**config.mk**
```make
export PLATFORM = sky130hd
export DESIGN_NAME = prio_irq_ctrl
export DESIGN_NICKNAME = d
export VERILOG_FILES = /design/src/rtl/irqc_pkg.sv /design/src/rtl/irqc_prio_enc.sv /design/src/rtl/irqc_vec_table.sv /design/src/rtl/irqc_fast_hold.sv /design/src/rtl/prio_irq_ctrl.sv
export SDC_FILE = /design/constraint.sdc
export NUM_CORES = 2
export LEC_CHECK = 0
export CORE_AREA = 2 2 383 385
export DETAILED_ROUTE_END_ITERATION = 6
export DIE_AREA = 0 0 385 387
export SETUP_SLACK_MARGIN = 0.05
export SLEW_MARGIN = 20
export SYNTH_ARGS = -nofsm -noshare
export SYNTH_HDL_FRONTEND = slang
export SYNTH_HIERARCHICAL = 1
export SYNTH_SLANG_ARGS = --single-unit
```
**constraint.sdc**
```tcl
create_clock -name clk -period 9.3 [get_ports clk]
set_clock_uncertainty 0.1 [all_clocks]
set_input_delay 1.395 -clock clk [delete_from_list [all_inputs] [get_ports clk]]
set_output_delay 1.395 -clock clk [all_outputs]
set_load 0.05 [all_outputs]
```
**src/rtl/irqc_pkg.sv**
```systemverilog
package irqc_pkg;
  localparam int DW = 32;
  localparam int AW = 9;
  localparam logic [6:0] W_STAT = 7'd0;
  localparam logic [6:0] W_PEND = 7'd1;
  localparam logic [6:0] W_EN   = 7'd2;
  localparam logic [6:0] W_ACK  = 7'd3;
  localparam logic [6:0] W_MST  = 7'd4;
  localparam logic [6:0] W_MODE = 7'd5;
  localparam logic [6:0] W_LVL  = 7'd6;
  localparam logic [6:0] W_WIN  = 7'd7;
  localparam logic [6:0] W_VEC0 = 7'd64;
  localparam int MST_ME = 0;
  localparam int MST_HE = 1;
endpackage

```
**src/rtl/irqc_prio_enc.sv**
```systemverilog
module irqc_prio_enc #(
  parameter int N  = 32,
  parameter int IW = (N > 1) ? $clog2(N) : 1
) (
  input  logic [N-1:0]  req,
  output logic          any,
  output logic [IW-1:0] idx
);
  always_comb begin
    any = |req;
    idx = '0;
    for (int i = N - 1; i >= 0; i--) begin
      if (req[i]) idx = IW'(i);
    end
  end
endmodule

```
**src/rtl/irqc_vec_table.sv**
```systemverilog
module irqc_vec_table #(
  parameter int          N       = 32,
  parameter int          DW      = 32,
  parameter int          IW      = (N > 1) ? $clog2(N) : 1,
  parameter logic [31:0] DEF_VEC = 32'h10
) (
  input  logic          clk,
  input  logic          rst_n,
  input  logic          wr_vec,
  input  logic [IW-1:0] wr_idx,
  input  logic [DW-1:0] wdata,
  input  logic [N-1:0]  to_normal,
  output logic [DW-1:0] vec_q [N]
);
  for (genvar g = 0; g < N; g++) begin : g_ent
    always_ff @(posedge clk) begin
      if (!rst_n)                              vec_q[g] <= DW'(DEF_VEC);
      else if (to_normal[g])                   vec_q[g] <= DW'(DEF_VEC);
      else if (wr_vec && (wr_idx == IW'(g)))   vec_q[g] <= wdata;
    end
  end
endmodule

```
**src/rtl/irqc_fast_hold.sv**
```systemverilog
module irqc_fast_hold #(
  parameter int N  = 32,
  parameter int DW = 32,
  parameter int IW = (N > 1) ? $clog2(N) : 1
) (
  input  logic          clk,
  input  logic          rst_n,
  input  logic          take,
  input  logic [IW-1:0] win_idx,
  input  logic [DW-1:0] win_vec,
  input  logic          cpu_ack,
  output logic          hold_vld,
  output logic [DW-1:0] hold_vec,
  output logic [N-1:0]  done_clr
);
  logic [IW-1:0] hold_idx;

  always_ff @(posedge clk) begin
    if (!rst_n) begin
      hold_vld <= 1'b0;
      hold_idx <= '0;
      hold_vec <= '0;
    end else if (hold_vld && cpu_ack) begin
      hold_vld <= 1'b0;
    end else if (!hold_vld && take) begin
      hold_vld <= 1'b1;
      hold_idx <= win_idx;
      hold_vec <= win_vec;
    end
  end

  assign done_clr = (hold_vld && cpu_ack) ? (N'(1) << hold_idx) : '0;
endmodule

```
**src/rtl/prio_irq_ctrl.sv**
```systemverilog
module prio_irq_ctrl
  import irqc_pkg::*;
#(
  parameter int          NSRC    = 32,
  parameter logic [31:0] DEF_VEC = 32'h10
) (
  input  logic          clk,
  input  logic          rst_n,
  input  logic [NSRC-1:0] irq_src_i,
  input  logic          reg_we_i,
  input  logic [AW-1:0] reg_addr_i,
  input  logic [DW-1:0] reg_wdata_i,
  output logic [DW-1:0] reg_rdata_o,
  output logic          irq_o,
  output logic          vec_valid_o,
  output logic [DW-1:0] vec_addr_o,
  input  logic          vec_ack_i
);
  localparam int IW = (NSRC > 1) ? $clog2(NSRC) : 1;

  logic [6:0]      word;
  logic            is_vec;
  logic [IW-1:0]   vidx;
  logic            we_stat, we_en, we_ack, we_mst, we_mode, we_lvl, we_vec;
  logic [NSRC-1:0] status_q, en_q, mode_q, lvl_mask, elig, set_m, clr_m, done_clr, to_normal;
  logic [DW-1:0]   lvl_q;
  logic            me_q, he_q, any;
  logic [IW-1:0]   win_idx;
  logic [DW-1:0]   vec_q [NSRC];
  logic            take;
  logic [NSRC-1:0] wbits;

  assign word   = reg_addr_i[AW-1:2];
  assign is_vec = (word >= W_VEC0) && ((word - W_VEC0) < 7'(NSRC));
  assign vidx   = IW'(word - W_VEC0);
  assign wbits  = reg_wdata_i[NSRC-1:0];

  assign we_stat = reg_we_i && (word == W_STAT);
  assign we_en   = reg_we_i && (word == W_EN);
  assign we_ack  = reg_we_i && (word == W_ACK);
  assign we_mst  = reg_we_i && (word == W_MST);
  assign we_mode = reg_we_i && (word == W_MODE);
  assign we_lvl  = reg_we_i && (word == W_LVL);
  assign we_vec  = reg_we_i && is_vec;

  // a set from a line or injection always beats a clear in the same cycle
  assign set_m = irq_src_i | ((we_stat && !he_q) ? wbits : '0);
  assign clr_m = (we_ack ? wbits : '0) | done_clr;
  assign to_normal = we_mode ? (mode_q & ~wbits) : '0;

  always_ff @(posedge clk) begin
    if (!rst_n) begin
      status_q <= '0;
      en_q     <= '0;
      mode_q   <= '0;
      lvl_q    <= '1;
      me_q     <= 1'b0;
      he_q     <= 1'b0;
    end else begin
      status_q <= (status_q & ~clr_m) | set_m;
      if (we_en)   en_q   <= wbits;
      if (we_mode) mode_q <= wbits;
      if (we_lvl)  lvl_q  <= reg_wdata_i;
      if (we_mst) begin
        me_q <= reg_wdata_i[MST_ME];
        he_q <= he_q | reg_wdata_i[MST_HE];
      end
    end
  end

  for (genvar g = 0; g < NSRC; g++) begin : g_lvl
    assign lvl_mask[g] = lvl_q > DW'(g);
  end

  assign elig = status_q & en_q & lvl_mask;

  irqc_prio_enc #(.N(NSRC), .IW(IW)) u_enc (
    .req (elig),
    .any (any),
    .idx (win_idx)
  );

  assign irq_o = me_q && any;
  assign take  = irq_o && mode_q[win_idx];

  irqc_vec_table #(.N(NSRC), .DW(DW), .IW(IW), .DEF_VEC(DEF_VEC)) u_vec (
    .clk       (clk),
    .rst_n     (rst_n),
    .wr_vec    (we_vec),
    .wr_idx    (vidx),
    .wdata     (reg_wdata_i),
    .to_normal (to_normal),
    .vec_q     (vec_q)
  );

  irqc_fast_hold #(.N(NSRC), .DW(DW), .IW(IW)) u_hold (
    .clk      (clk),
    .rst_n    (rst_n),
    .take     (take),
    .win_idx  (win_idx),
    .win_vec  (vec_q[win_idx]),
    .cpu_ack  (vec_ack_i),
    .hold_vld (vec_valid_o),
    .hold_vec (vec_addr_o),
    .done_clr (done_clr)
  );

  always_comb begin
    reg_rdata_o = '0;
    case (word)
      W_STAT: reg_rdata_o[NSRC-1:0] = status_q;
      W_PEND: reg_rdata_o[NSRC-1:0] = status_q & en_q;
      W_EN:   reg_rdata_o[NSRC-1:0] = en_q;
      W_MST:  begin
        reg_rdata_o[MST_ME] = me_q;
        reg_rdata_o[MST_HE] = he_q;
      end
      W_MODE: reg_rdata_o[NSRC-1:0] = mode_q;
      W_LVL:  reg_rdata_o = lvl_q;
      W_WIN:  begin
        reg_rdata_o[DW-1]   = any;
        reg_rdata_o[IW-1:0] = any ? win_idx : '0;
      end
      default: if (is_vec) reg_rdata_o = vec_q[vidx];
    endcase
  end
endmodule

```
==> results.toml <==
[status]
status = "finished clean"

[sta]
rsz0062_at_grt = "false"
fmax_ghz = 0.124
fin_crit_sh_pct = 86.5
finalSetupViolCount = 0
finalWorstSetupSlack_ns = 1.25
finalMaxSlewViolations = 0
fin_setup_tns_ns = 0
finalHoldViolCount = 0
period_needed_ns = 8.05
worstMarginPinSlew_ns = 1.26
relSlewSlack_pct = 15.9
timing.hold.ws_ns = 0.359

[global_route]
overflow = 0
grt_pass1_vias = 58200
antenna_found_initial = 11
grt_pass1_wl_mm = 397
grt_max_degree = 142
grt_usage_pct = 35.6

[synth]
yosysSeqAreaShare_pct = 36.8
synthDistinctLibCells = 70
synth_fp_nets = 7177
ys_ff_latch = 1192
synth_cells = 7100
async_flop_share_pct = 0
synth-xor-area-share_pct = 0
yosys.area_share.simple_pct = 13.8
synth_edf_count = 0
synthFlopType = "dfxtp_1"
yosysTopAreaCell = "dfxtp_1"
synth.area.top_cells = "dfxtp_1 37%, mux4_2 21%, a21oi_1 8.3%"
synth_top_family_by_area = "multiplexers"
yosys-mux-area-fraction_pct = 22.9
synth_compound_area_share_pct = 20.1
syn-cell-area_mm2 = 0.0648
netlist.area_leader.share_pct = 36.8
ys_warn_count = 6
syn_area_per_cell_um2 = 9.12
synth_fa_ha_area_share_pct = 0

[floorplanning]
die_area_mm2 = 0.149
start_util_pct = 44.7
std_cell_rows = 140
die_w_um = 385
core_area_mm2 = 0.145
io_pins = 143
die_y_um = 387

[clocking]
cts.clk_slew.worst_paths_ns = 0.06
cts_max_level = 4
cts_sinks = 1192
ctsHoldBuffers = 0
postCtsSetupBuffers = 0
cts.path.max_buffers = 3
post_cts_resized = 0
clock-root-buffer = "clkbuf_16"
clkLatencyLatePin_ns = 0.80
cts_tree = "built"
cts_buffers = 136

[job]
maxCapViolCount = 0

[setup_path]
worst_ep_arrival_time_ns = 6.55
crit_start = "lvl_q[31]$_SDFFE_PN1P_"
r2r_slack_ns = 2.09
critical_path_required_ns = 7.81
r2r_start = "lvl_q[31]$_SDFFE_PN1P_"
critPathKind = "reg2out"
cp-end-kind = "primary output"
critPathMaxFanout = 14
start_kind = "register"

[min_path]
hold_path.startpoint = "u_hold/hold_vec[20]$_SDFFE_PN0P_"
hold_class = "reg2reg"

[detailed_routing]
vias = 61500
drt_iter0_markers = 9648
route.detailed.drc = 0
detail-route-antenna-nets = 0
dr.pass1.iters = 7
wirelength_mm = 275
route.detailed.vias_per_inst = 7.11
wl_per_cell_um = 31.8

[layout]
register_area_mm2 = 0.0239
design_area_mm2 = 0.0709
final_nets = 6707
final_cells = 8650
post-route-util_pct = 48.9
area_growth_pct = 9.42
drive_gt1_share_pct = 16.2
multi_input_area_mm2 = 0.0371
nFillCells = 13300

[pwr]
power_density_mw_per_mm2 = 165
peakVddDrop_v = 0.000154
p_total_mw = 11.7
p_leak_nw = 21.4

[placed_design]
placed_area_mm2 = 0.0664
hpwl_mm = 148
routabilityCongestion = 0.982
dpl_worst_slack_ns = 2.21
post-place-cells = 8409
port_buffers = 140
==> cell usage in the layout, fill, tap and decap left out, drive strengths merged, types with 34 or more instances in the layout <==
cell type / synthesis / final
inv: 39 / 46
nand3b: 34 / 34
nand3: 1068 / 1068
dfxtp: 1192 / 1192
a21oi: 1080 / 1080
mux2i: 87 / 87
mux4: 596 / 596
o21ai: 1065 / 1065
a21boi: 98 / 98
mux2: 46 / 46
a211o: 39 / 39
nand2b: 60 / 60
clkdlybuf4s50: 0 / 130
buf: 354 / 166
nand2: 392 / 392
clkbuf: 551 / 202
nor2: 91 / 91
==> report_power, final <==
group	total [mW]	switching [mW]	internal, mW
clock network	5.56	2.33	3.23
registers	5.15	0.0223	5.13
logic	1.01	0.804	0.210
==> sequential cells by signal, summed over array words and instances (netlist names) <==
name             flops
en_q                32
u_hold/hold_vld      1
lvl_q               32
u_hold/hold_idx      5
u_hold/hold_vec     32
u_vec/vec_q       1024
me_q                 1
he_q                 1
mode_q              32
status_q            32
==> path summary, 6_finish.rpt <==
path,to,cells after the start
max reg2reg,u_hold/hold_vec[19]$_SDFFE_PN0P_,17
min,u_hold/hold_vec[20]$_SDFFE_PN0P_,2
min reg2reg,u_hold/hold_vec[20]$_SDFFE_PN0P_,2
max,reg_rdata_o[3],14
==> kinds of logic (layout without fill, tap and decap cells) <==
logic type | count (synthesis) | in the layout
other cells | 0 | 2
compound gates | 2430 | 2430
buf+inv | 947 | 578
simple gates | 1802 | 1802
flops | 1192 | 1192
mux | 729 | 729
==> cell usage after synthesis, types with 15 or more instances <==
master / count
mux2i_1: 87
a21boi_1: 22
buf_6: 21
buf_2: 227
nand3_1: 1068
mux2_2: 46
mux4_2: 596
a32oi_1: 15
nand2b_1: 60
o21ai_0: 1008
nor2b_1: 24
a21oi_1: 1080
nand3b_1: 34
nor4_1: 16
nor3b_1: 33
a21boi_0: 75
a211o_1: 39
a211oi_1: 15
buf_4: 39
inv_1: 39
o21ai_1: 57
buf_1: 67
clkbuf_1: 544
nor2_1: 91
nand2_1: 392
o211ai_1: 20
dfxtp_1: 1192
nor3_1: 17
==> layout make-up <==
type / count / share of cell area, %
Antenna cell: 2 / 0.00706
Inverter: 42 / 0.226
Sequential cell: 1192 / 33.7
Clock inverter: 38 / 0.655
Timing Repair Buffer: 297 / 3.98
Clock buffer: 201 / 5.69
Multi-Input combinational cell: 4961 / 52.4
Tap cell: 1917 / 3.38
==> worst max-delay path, cell delays in order (launching register included) <==
cell	delay, ns
dfxtp_1	0.36
nor4_1	0.70
nand4_1	0.43
nor4_2	0.34
buf_4	0.25
nor2b_1	0.36
a21oi_1	0.20
nor4_1	0.85
nand4_1	0.40
nand3_1	0.19
nor3_1	0.12
a32o_1	0.27
a221oi_1	0.22
o21ai_0	0.29
clkdlybuf4s50_1	0.79
==> routing by layer <==
metal	vias up	track usage (%)	wire length [um]
met2	4493	53.1	120000
met4	14	17.6	14500
li1	25600	-	-
met5	-	0	95
met1	30600	47.2	103000
met3	856	10.2	37200
No activity file was read; power rests on OpenSTA's default activity.
